$ cat config.mk
export PLATFORM = sky130hd
export DESIGN_NAME = fault_ring_writer
export DESIGN_NICKNAME = d
export VERILOG_FILES = /design/src/rtl/fault_ring_pkg.sv /design/src/rtl/fault_rec_pack.sv /design/src/rtl/fault_ring_state.sv /design/src/rtl/fault_rec_sender.sv /design/src/rtl/fault_ring_writer.sv
export SDC_FILE = /design/constraint.sdc
export NUM_CORES = 1
export LEC_CHECK = 0
export BUFFER_PORTS_ARGS = -buffer_cell sky130_fd_sc_hd__buf_2
export CORE_AREA = 5 5 262 187
export CTS_CLUSTER_DIAMETER = 80
export CTS_CLUSTER_SIZE = 20
export DETAILED_ROUTE_END_ITERATION = 6
export DIE_AREA = 0 0 267 192
export PLACE_DENSITY = 0.84
export SETUP_SLACK_MARGIN = 0.05
export SLEW_MARGIN = 20
export SYNTH_ARGS = -nofsm -noshare
export SYNTH_HDL_FRONTEND = slang
export SYNTH_HIERARCHICAL = 1
export SYNTH_SLANG_ARGS = --single-unit
$ cat constraint.sdc
create_clock -name clk -period 4.35 [get_ports clk]
set_input_delay 0.435 -clock clk [delete_from_list [all_inputs] [get_ports clk]]
set_output_delay 0.435 -clock clk [all_outputs]
set_load 0.03 [all_outputs]
$ cat src/rtl/fault_ring_pkg.sv
package fault_ring_pkg;

    localparam int NBUF      = 2;
    localparam int PG_W      = 52;
    localparam int WORDS     = 8;
    localparam int WIDX_W    = $clog2(WORDS);
    localparam int REC_SHIFT = $clog2(WORDS * 4);

    localparam logic [1:0] APER_LOCAL  = 2'd0;
    localparam logic [1:0] APER_SYS_CO = 2'd2;
    localparam logic [1:0] APER_SYS_NC = 2'd3;

    typedef struct packed {
        logic [1:0]      inst_aper;
        logic [PG_W-1:0] inst_pg;
        logic [1:0]      addr_aper;
        logic [PG_W-1:0] addr_pg;
        logic [63:0]     stamp;
        logic [8:0]      engine;
        logic [4:0]      ftype;
        logic            rflag;
        logic [6:0]      client;
        logic [3:0]      access;
        logic            gpc_client;
        logic [4:0]      cluster;
        logic            replay_en;
    } fault_desc_t;

    typedef logic [WORDS-1:0][31:0] record_t;

    function automatic logic replay_flag(input logic replayable, input logic cancelled);
        return replayable & ~cancelled;
    endfunction

endpackage

$ cat src/rtl/fault_rec_pack.sv
module fault_rec_pack
    import fault_ring_pkg::*;
(
    input  fault_desc_t desc,
    output record_t     rec
);
    always_comb begin
        rec = '0;
        rec[0][31:12] = desc.inst_pg[19:0];
        rec[0][9:8]   = desc.inst_aper;
        rec[1]        = desc.inst_pg[PG_W-1:20];
        rec[2][31:12] = desc.addr_pg[19:0];
        rec[2][1:0]   = desc.addr_aper;
        rec[3]        = desc.addr_pg[PG_W-1:20];
        rec[4]        = desc.stamp[31:0];
        rec[5]        = desc.stamp[63:32];
        rec[6][8:0]   = desc.engine;
        rec[7][4:0]   = desc.ftype;
        rec[7][7]     = desc.rflag;
        rec[7][14:8]  = desc.client;
        rec[7][19:16] = desc.access;
        rec[7][20]    = desc.gpc_client;
        rec[7][28:24] = desc.cluster;
        rec[7][30]    = desc.replay_en;
        rec[7][31]    = 1'b1;
    end
endmodule

$ cat src/rtl/fault_ring_state.sv
module fault_ring_state #(
    parameter int IDX_W    = 16,
    parameter int DEF_SIZE = 64
) (
    input  logic             clk,
    input  logic             rst,
    input  logic             size_wr,
    input  logic [IDX_W-1:0] size_val,
    input  logic             size_dflt,
    input  logic [IDX_W-1:0] get_idx,
    input  logic             ovf_clr,
    input  logic             ovf_set,
    input  logic             advance,
    output logic [IDX_W-1:0] put,
    output logic [IDX_W-1:0] size,
    output logic             ovf,
    output logic             full,
    output logic             nonempty
);
    localparam logic [IDX_W-1:0] DEF = IDX_W'(DEF_SIZE);
    localparam logic [IDX_W-1:0] ONE = IDX_W'(1);

    logic [IDX_W-1:0] put_inc;
    logic [IDX_W-1:0] put_nxt;

    always_comb begin
        put_inc  = put + ONE;
        put_nxt  = (put_inc == size) ? '0 : put_inc;
        full     = (put_nxt == get_idx);
        nonempty = (put != get_idx);
    end

    always_ff @(posedge clk) begin
        if (rst) begin
            put  <= '0;
            size <= DEF;
            ovf  <= 1'b0;
        end else begin
            if (advance)        put <= put_nxt;
            if (size_dflt)      size <= DEF;
            else if (size_wr)   size <= size_val;
            if (ovf_set)        ovf <= 1'b1;
            else if (ovf_clr)   ovf <= 1'b0;
        end
    end
endmodule

$ cat src/rtl/fault_rec_sender.sv
module fault_rec_sender
    import fault_ring_pkg::*;
#(
    parameter int AW = 40
) (
    input  logic              clk,
    input  logic              rst,
    input  logic              start,
    input  record_t           rec_in,
    input  logic [AW-1:0]     row_addr,
    input  logic              mw_ready,
    output logic              mw_valid,
    output logic [AW-1:0]     mw_addr,
    output logic [31:0]       mw_data,
    output logic              busy,
    output logic              done,
    output logic [WIDX_W-1:0] word_idx
);
    localparam logic [WIDX_W-1:0] LAST = WIDX_W'(WORDS - 1);

    record_t       rec_q;
    logic [AW-1:0] row_q;

    always_ff @(posedge clk) begin
        if (rst) begin
            busy     <= 1'b0;
            word_idx <= '0;
            rec_q    <= '0;
            row_q    <= '0;
        end else if (!busy) begin
            if (start) begin
                busy     <= 1'b1;
                word_idx <= '0;
                rec_q    <= rec_in;
                row_q    <= row_addr;
            end
        end else if (mw_ready) begin
            if (word_idx == LAST) begin
                busy     <= 1'b0;
                word_idx <= '0;
            end else begin
                word_idx <= word_idx + 1'b1;
            end
        end
    end

    always_comb begin
        mw_valid = busy;
        mw_addr  = row_q + AW'({word_idx, 2'b00});
        mw_data  = rec_q[word_idx];
        done     = busy && mw_ready && (word_idx == LAST);
    end
endmodule

$ cat src/rtl/fault_ring_writer.sv
module fault_ring_writer
    import fault_ring_pkg::*;
#(
    parameter int AW       = 40,
    parameter int IDX_W    = 16,
    parameter int DEF_SIZE = 64
) (
    input  logic                       clk,
    input  logic                       rst,
    input  logic                       flt_valid,
    output logic                       flt_ready,
    input  logic                       flt_replayable,
    input  logic                       flt_cancelled,
    input  logic [1:0]                 flt_inst_aper,
    input  logic [51:0]                flt_inst_pg,
    input  logic [1:0]                 flt_addr_aper,
    input  logic [51:0]                flt_addr_pg,
    input  logic [63:0]                flt_stamp,
    input  logic [8:0]                 flt_engine,
    input  logic [4:0]                 flt_type,
    input  logic [6:0]                 flt_client,
    input  logic [3:0]                 flt_access,
    input  logic                       flt_gpc_client,
    input  logic [4:0]                 flt_cluster,
    input  logic                       flt_replay_en,
    input  logic [1:0][AW-1:0]         ring_base,
    input  logic [1:0][IDX_W-1:0]      ring_get,
    input  logic [1:0]                 size_wr,
    input  logic [IDX_W-1:0]           size_val,
    input  logic [1:0]                 size_dflt,
    input  logic [1:0]                 ovf_clr,
    output logic [1:0][IDX_W-1:0]      put_idx,
    output logic [1:0][IDX_W-1:0]      ring_size,
    output logic [1:0]                 ovf,
    output logic                       nonempty,
    output logic                       mw_valid,
    input  logic                       mw_ready,
    output logic [AW-1:0]              mw_addr,
    output logic [31:0]                mw_data
);
    fault_desc_t       desc;
    record_t           rec;
    logic              sel, sel_q;
    logic              busy, done, accept, start;
    logic [WIDX_W-1:0] word_idx;
    logic [AW-1:0]     row_addr;
    logic [NBUF-1:0]   full_v, ne_v, ovf_set_v, adv_v;

    always_comb begin
        desc.inst_aper  = flt_inst_aper;
        desc.inst_pg    = flt_inst_pg;
        desc.addr_aper  = flt_addr_aper;
        desc.addr_pg    = flt_addr_pg;
        desc.stamp      = flt_stamp;
        desc.engine     = flt_engine;
        desc.ftype      = flt_type;
        desc.rflag      = replay_flag(flt_replayable, flt_cancelled);
        desc.client     = flt_client;
        desc.access     = flt_access;
        desc.gpc_client = flt_gpc_client;
        desc.cluster    = flt_cluster;
        desc.replay_en  = flt_replay_en;
    end

    fault_rec_pack u_pack (.desc(desc), .rec(rec));

    always_comb begin
        sel       = flt_replayable;
        flt_ready = !busy;
        accept    = flt_valid && !busy;
        start     = accept && !ovf[sel] && !full_v[sel];
        row_addr  = ring_base[sel] + (AW'(put_idx[sel]) << REC_SHIFT);
        nonempty  = |ne_v;
    end

    always_ff @(posedge clk) begin
        if (rst)        sel_q <= 1'b0;
        else if (start) sel_q <= sel;
    end

    for (genvar b = 0; b < NBUF; b++) begin : g_buf
        assign ovf_set_v[b] = accept && (sel == 1'(b)) && !ovf[b] && full_v[b];
        assign adv_v[b]     = done && (sel_q == 1'(b));

        fault_ring_state #(.IDX_W(IDX_W), .DEF_SIZE(DEF_SIZE)) u_state (
            .clk      (clk),
            .rst      (rst),
            .size_wr  (size_wr[b]),
            .size_val (size_val),
            .size_dflt(size_dflt[b]),
            .get_idx  (ring_get[b]),
            .ovf_clr  (ovf_clr[b]),
            .ovf_set  (ovf_set_v[b]),
            .advance  (adv_v[b]),
            .put      (put_idx[b]),
            .size     (ring_size[b]),
            .ovf      (ovf[b]),
            .full     (full_v[b]),
            .nonempty (ne_v[b])
        );
    end

    fault_rec_sender #(.AW(AW)) u_send (
        .clk     (clk),
        .rst     (rst),
        .start   (start),
        .rec_in  (rec),
        .row_addr(row_addr),
        .mw_ready(mw_ready),
        .mw_valid(mw_valid),
        .mw_addr (mw_addr),
        .mw_data (mw_data),
        .busy    (busy),
        .done    (done),
        .word_idx(word_idx)
    );
endmodule

==> results.toml <==
[run_status]
status = "finished clean"

[clock_network]
clk_latency_ns = 0.56
cts_made_buffers = 23
clockBufferDepth = 3
htree_levels = 1
cts_root_buffer = "clkbuf_16"
postCtsHoldBufs = 0
clk_pin_slew_ns = 0.08
cts_tree = "yes"
cts.sinks = 367

[power]
p_seq_share_pct = 51.1
cellPowerDensity_mw_per_mm2 = 279
total_power_mw = 7.17
power.switching_mw = 2.10
p_leak_nw = 10.8
ir_drop_v = 0.000340
clkPwrFrac_pct = 30.7
swShare_pct = 29.2
power.internal_mw = 5.08
combPwrFrac_pct = 18.1

[synthesis]
ys_ff_latch = 367
synth_cell_type_count = 92
muxShareOfSynthArea_pct = 11.9
synth_top_family_by_area = "simple AND/OR/NAND/NOR gates"
synth_warnings = 6
synth_compound_area_share_pct = 13.9
synthAdderAreaFrac_pct = 1.44
netlist_area_mm2 = 0.0228
ys_seq_area_share_pct = 32.2
synth_edf_count = 0
synthSimpleGateAreaFrac_pct = 21.2
synth_xor_area_share_pct = 6.55
syn_avg_cell_area_um2 = 8.20
synthArstFlopShare_pct = 0
synth-main-ff-cell = "dfxtp_1"
postSynthCellCount = 2785

[global_routing]
grt_pass1_wl_mm = 107
gr-total-overflow = 0
grt_start_max_net_pins = 161
grt_pass1_vias = 19075
grt_util_all_layers_pct = 26.0
antenna_found_initial = 16

[timing]
period_minus_slack_ns = 4.20
skew_ns = 0.0206
fin_hold_ws_ns = 0.0996
hold_viol_final = 0
tightest_slew_ns = 1.08
fmax_mhz = 238
setup_viol = 0
setup_ws_ns = 0.149
final_max_slew_viol_count = 0
tns_ns = 0
relSlewSlack_pct = 28.2
rsz0062_at_grt = "true"
period_share_pct = 96.6

[placement]
dpl_worst_slack_ns = -0.0968
dp_hpwl_mm = 54.9
dpl-instance-area_mm2 = 0.0247
port_buffers = 484
gp_congestion = 1.02

[critical_path]
cp.arrival_ns = 4.60
path_class = "reg -> reg"
cp-end-kind = "flop"
required_ns = 4.75
crit_slowest_cell = "a2111o_1"
worstPathCellList = "ha_4 > buf_4 > and3_1 > xnor3_1 > o2111ai_2 > nor4b_4 > o2111ai_4 > buf_6 > o21ai_2 > xnor2_1 > a2111o_1 > nor4_4 > buf_12 > o32a_1 > nor2_1 > nor2b_4 > buf_12 > buf_12 > buf_12 > nand2_1 > a21oi_1"
worst_path_most_repeated_cell = "buf_12"
slowest_delay_ns = 0.43
crit_fanout = 36
cp-start-kind = "flop"

[layout]
nNetsFinal = 3427
fin_area_mm2 = 0.0257
final_layout_size_suffix_gt1_share_pct = 29.0
area_growth_syn_to_layout_pct = 12.7

[die]
boundaryPins = 485
dieHeight_um = 192
rows = 66
initial_core_util_pct = 49.6
die_width_um = 267
core-area_mm2 = 0.0461
dieArea_mm2 = 0.0513

[drt]
viasPerCell = 5.65
drt_iter0_markers = 2295
routed_wl_mm = 71.9
routedWlPerCell_um = 19.5
dr.pass1.iters = 7
drc = 0
vias = 20803
antenna_left = 0

[flow_run]
drv_cap = 0

[worst_hold_path]
hp-class = "in -> reg"
-- cell usage in the layout (no fill, tap or decap), types with 35 or more instances in the layout --
cell type | synthesis | final
buf_4 | 270 | 133
mux4_2 | 64 | 64
a21oi_1 | 354 | 354
nand2_1 | 666 | 664
dfxtp_1 | 367 | 355
buf_2 | 66 | 482
mux2i_1 | 47 | 47
inv_1 | 35 | 35
mux2_2 | 71 | 71
xor2_1 | 82 | 82
o21ai_0 | 52 | 50
xnor2_1 | 73 | 71
conb_1 | 2 | 51
nor2_1 | 124 | 123
-- per-stage QoR --
step           instances  util, %
6_report            3685     55.8
4_1_cts             3662     55.2
5_1_grt             3679     55.8
3_5_place_dp        3629     53.6
3_3_place_gp        3629     53.6
2_1_floorplan       2834        -
-- layout make-up --
| cell class | count | area, um^2 |
|---|---|---|
| Clock buffer | 26 | 607 |
| Antenna cell | 10 | 25.0 |
| Clock inverter | 4 | 57.6 |
| Multi-Input combinational cell | 1990 | 12900 |
| Timing Repair Buffer | 641 | 3870 |
| Sequential cell | 367 | 7370 |
| Fill cell | 4069 | 20300 |
| Inverter | 35 | 131 |
| Tap cell | 612 | 766 |
-- sequential cells by signal, summed over array words and instances, names as in the netlist --
register	count
sel_q	1
g_buf.u_state/put	32
g_buf.u_state/size	32
u_send/rec_q	256
u_send/row_q	40
u_send/word_idx	3
g_buf.u_state/ovf	2
u_send/busy	1
-- what timing repair did --
action,CTS,global route
endpoints found under the setup margin,282,299
pin swaps,1,9
resized for setup,7,44
setup buffers,3,13
-- synthesized netlist by cell type (4+ instances only) --
| cell type | number | area [um^2] |
|---|---|---|
| nand2b_1 | 9 | 56.3 |
| nor2_1 | 124 | 465 |
| a21o_1 | 6 | 45.0 |
| nand2_1 | 666 | 2500 |
| o211ai_1 | 9 | 67.6 |
| and4_1 | 10 | 87.6 |
| nor3b_1 | 6 | 45.0 |
| ha_1 | 23 | 288 |
| nor4_2 | 7 | 87.6 |
| nand4_1 | 26 | 163 |
| buf_2 | 66 | 330 |
| mux2_2 | 71 | 800 |
| a211oi_1 | 6 | 45.0 |
| a22oi_1 | 10 | 75.1 |
| nor4_1 | 14 | 87.6 |
| and2_1 | 10 | 62.6 |
| a32o_1 | 5 | 50.1 |
| xnor3_1 | 4 | 90.1 |
| o2111ai_1 | 4 | 35.0 |
| xnor2_1 | 73 | 639 |
| buf_4 | 270 | 2030 |
| o21ai_0 | 52 | 260 |
| dfxtp_1 | 367 | 7350 |
| o31ai_1 | 6 | 45.0 |
| inv_1 | 35 | 131 |
| nor4b_1 | 5 | 43.8 |
| mux4_2 | 64 | 1440 |
| o22ai_1 | 8 | 50.1 |
| and2b_1 | 5 | 37.5 |
| nor2b_1 | 22 | 138 |
| nand3_1 | 33 | 165 |
| mux2i_1 | 47 | 470 |
| and3_1 | 17 | 106 |
| buf_1 | 10 | 37.5 |
| or3_1 | 5 | 31.3 |
| a21oi_1 | 354 | 1770 |
| xor2_1 | 82 | 718 |
| nand3b_1 | 23 | 173 |
| o21a_1 | 10 | 75.1 |
| nand4_4 | 6 | 128 |
| buf_6 | 8 | 90.1 |
| nor3_1 | 16 | 80.1 |
| a31oi_1 | 11 | 68.8 |
| clkbuf_1 | 88 | 330 |
-- critical path, delay by kind of cell (launching register included) --
kind | cells | cell delay [ns]
and+or+nand+nor | 6 | 1.11
xor gates and xnor gates | 2 | 0.35
buffers and inverters | 6 | 0.92
AOI/OAI and AO/OA | 6 | 1.13
adders and majority gates | 1 | 0.19
DFF | 1 | 0.35
-- routing by layer --
layer / track usage, % / vias to the layer above / routed length, um
li1: - / 9763 / -
met1: 37.3 / 9810 / 30200
met2: 38.5 / 1048 / 31100
met3: 7.35 / 166 / 8440
met4: 6.73 / 16 / 2160
met5: 0 / - / 103
-- power by group through the flow --
stage / Combinational (mW) / Sequential, mW / Clock (mW)
finish: 1.30 / 3.67 / 2.20
global route: 1.41 / 3.69 / 2.38
CTS: 1.28 / 3.66 / 2.25
detailed placement: 1.26 / 3.74 / 0
global placement: 1.24 / 3.73 / 0
floorplan: 0.949 / 3.71 / 0
-- final timing paths --
path / end / slack [ns] / cells after the start / startpoint
setup / recovery: u_send/rec_q[151] / 0.15 / 21 / g_buf[1].u_state/put[0]
hold / removal: g_buf[0].u_state/size[6] / 0.1 / 3 / size_dflt[0]
setup reg to reg: u_send/rec_q[151] / 0.15 / 21 / g_buf[1].u_state/put[0]
hold reg to reg: u_send/rec_q[204] / 0.45 / 2 / u_send/rec_q[204]
-- cell families (layout without fill, tap and decap cells) --
kind of cell / Yosys count / in the layout
buffers and inverters: 477 / 706
adders and majority gates: 25 / 25
xor gates and xnor gates: 161 / 161
other: 2 / 61
AOI/OAI and AO/OA: 536 / 536
muxes: 182 / 182
DFF: 367 / 367
and+or+nand+nor: 1035 / 1035
(Power assumes the default switching activity.)
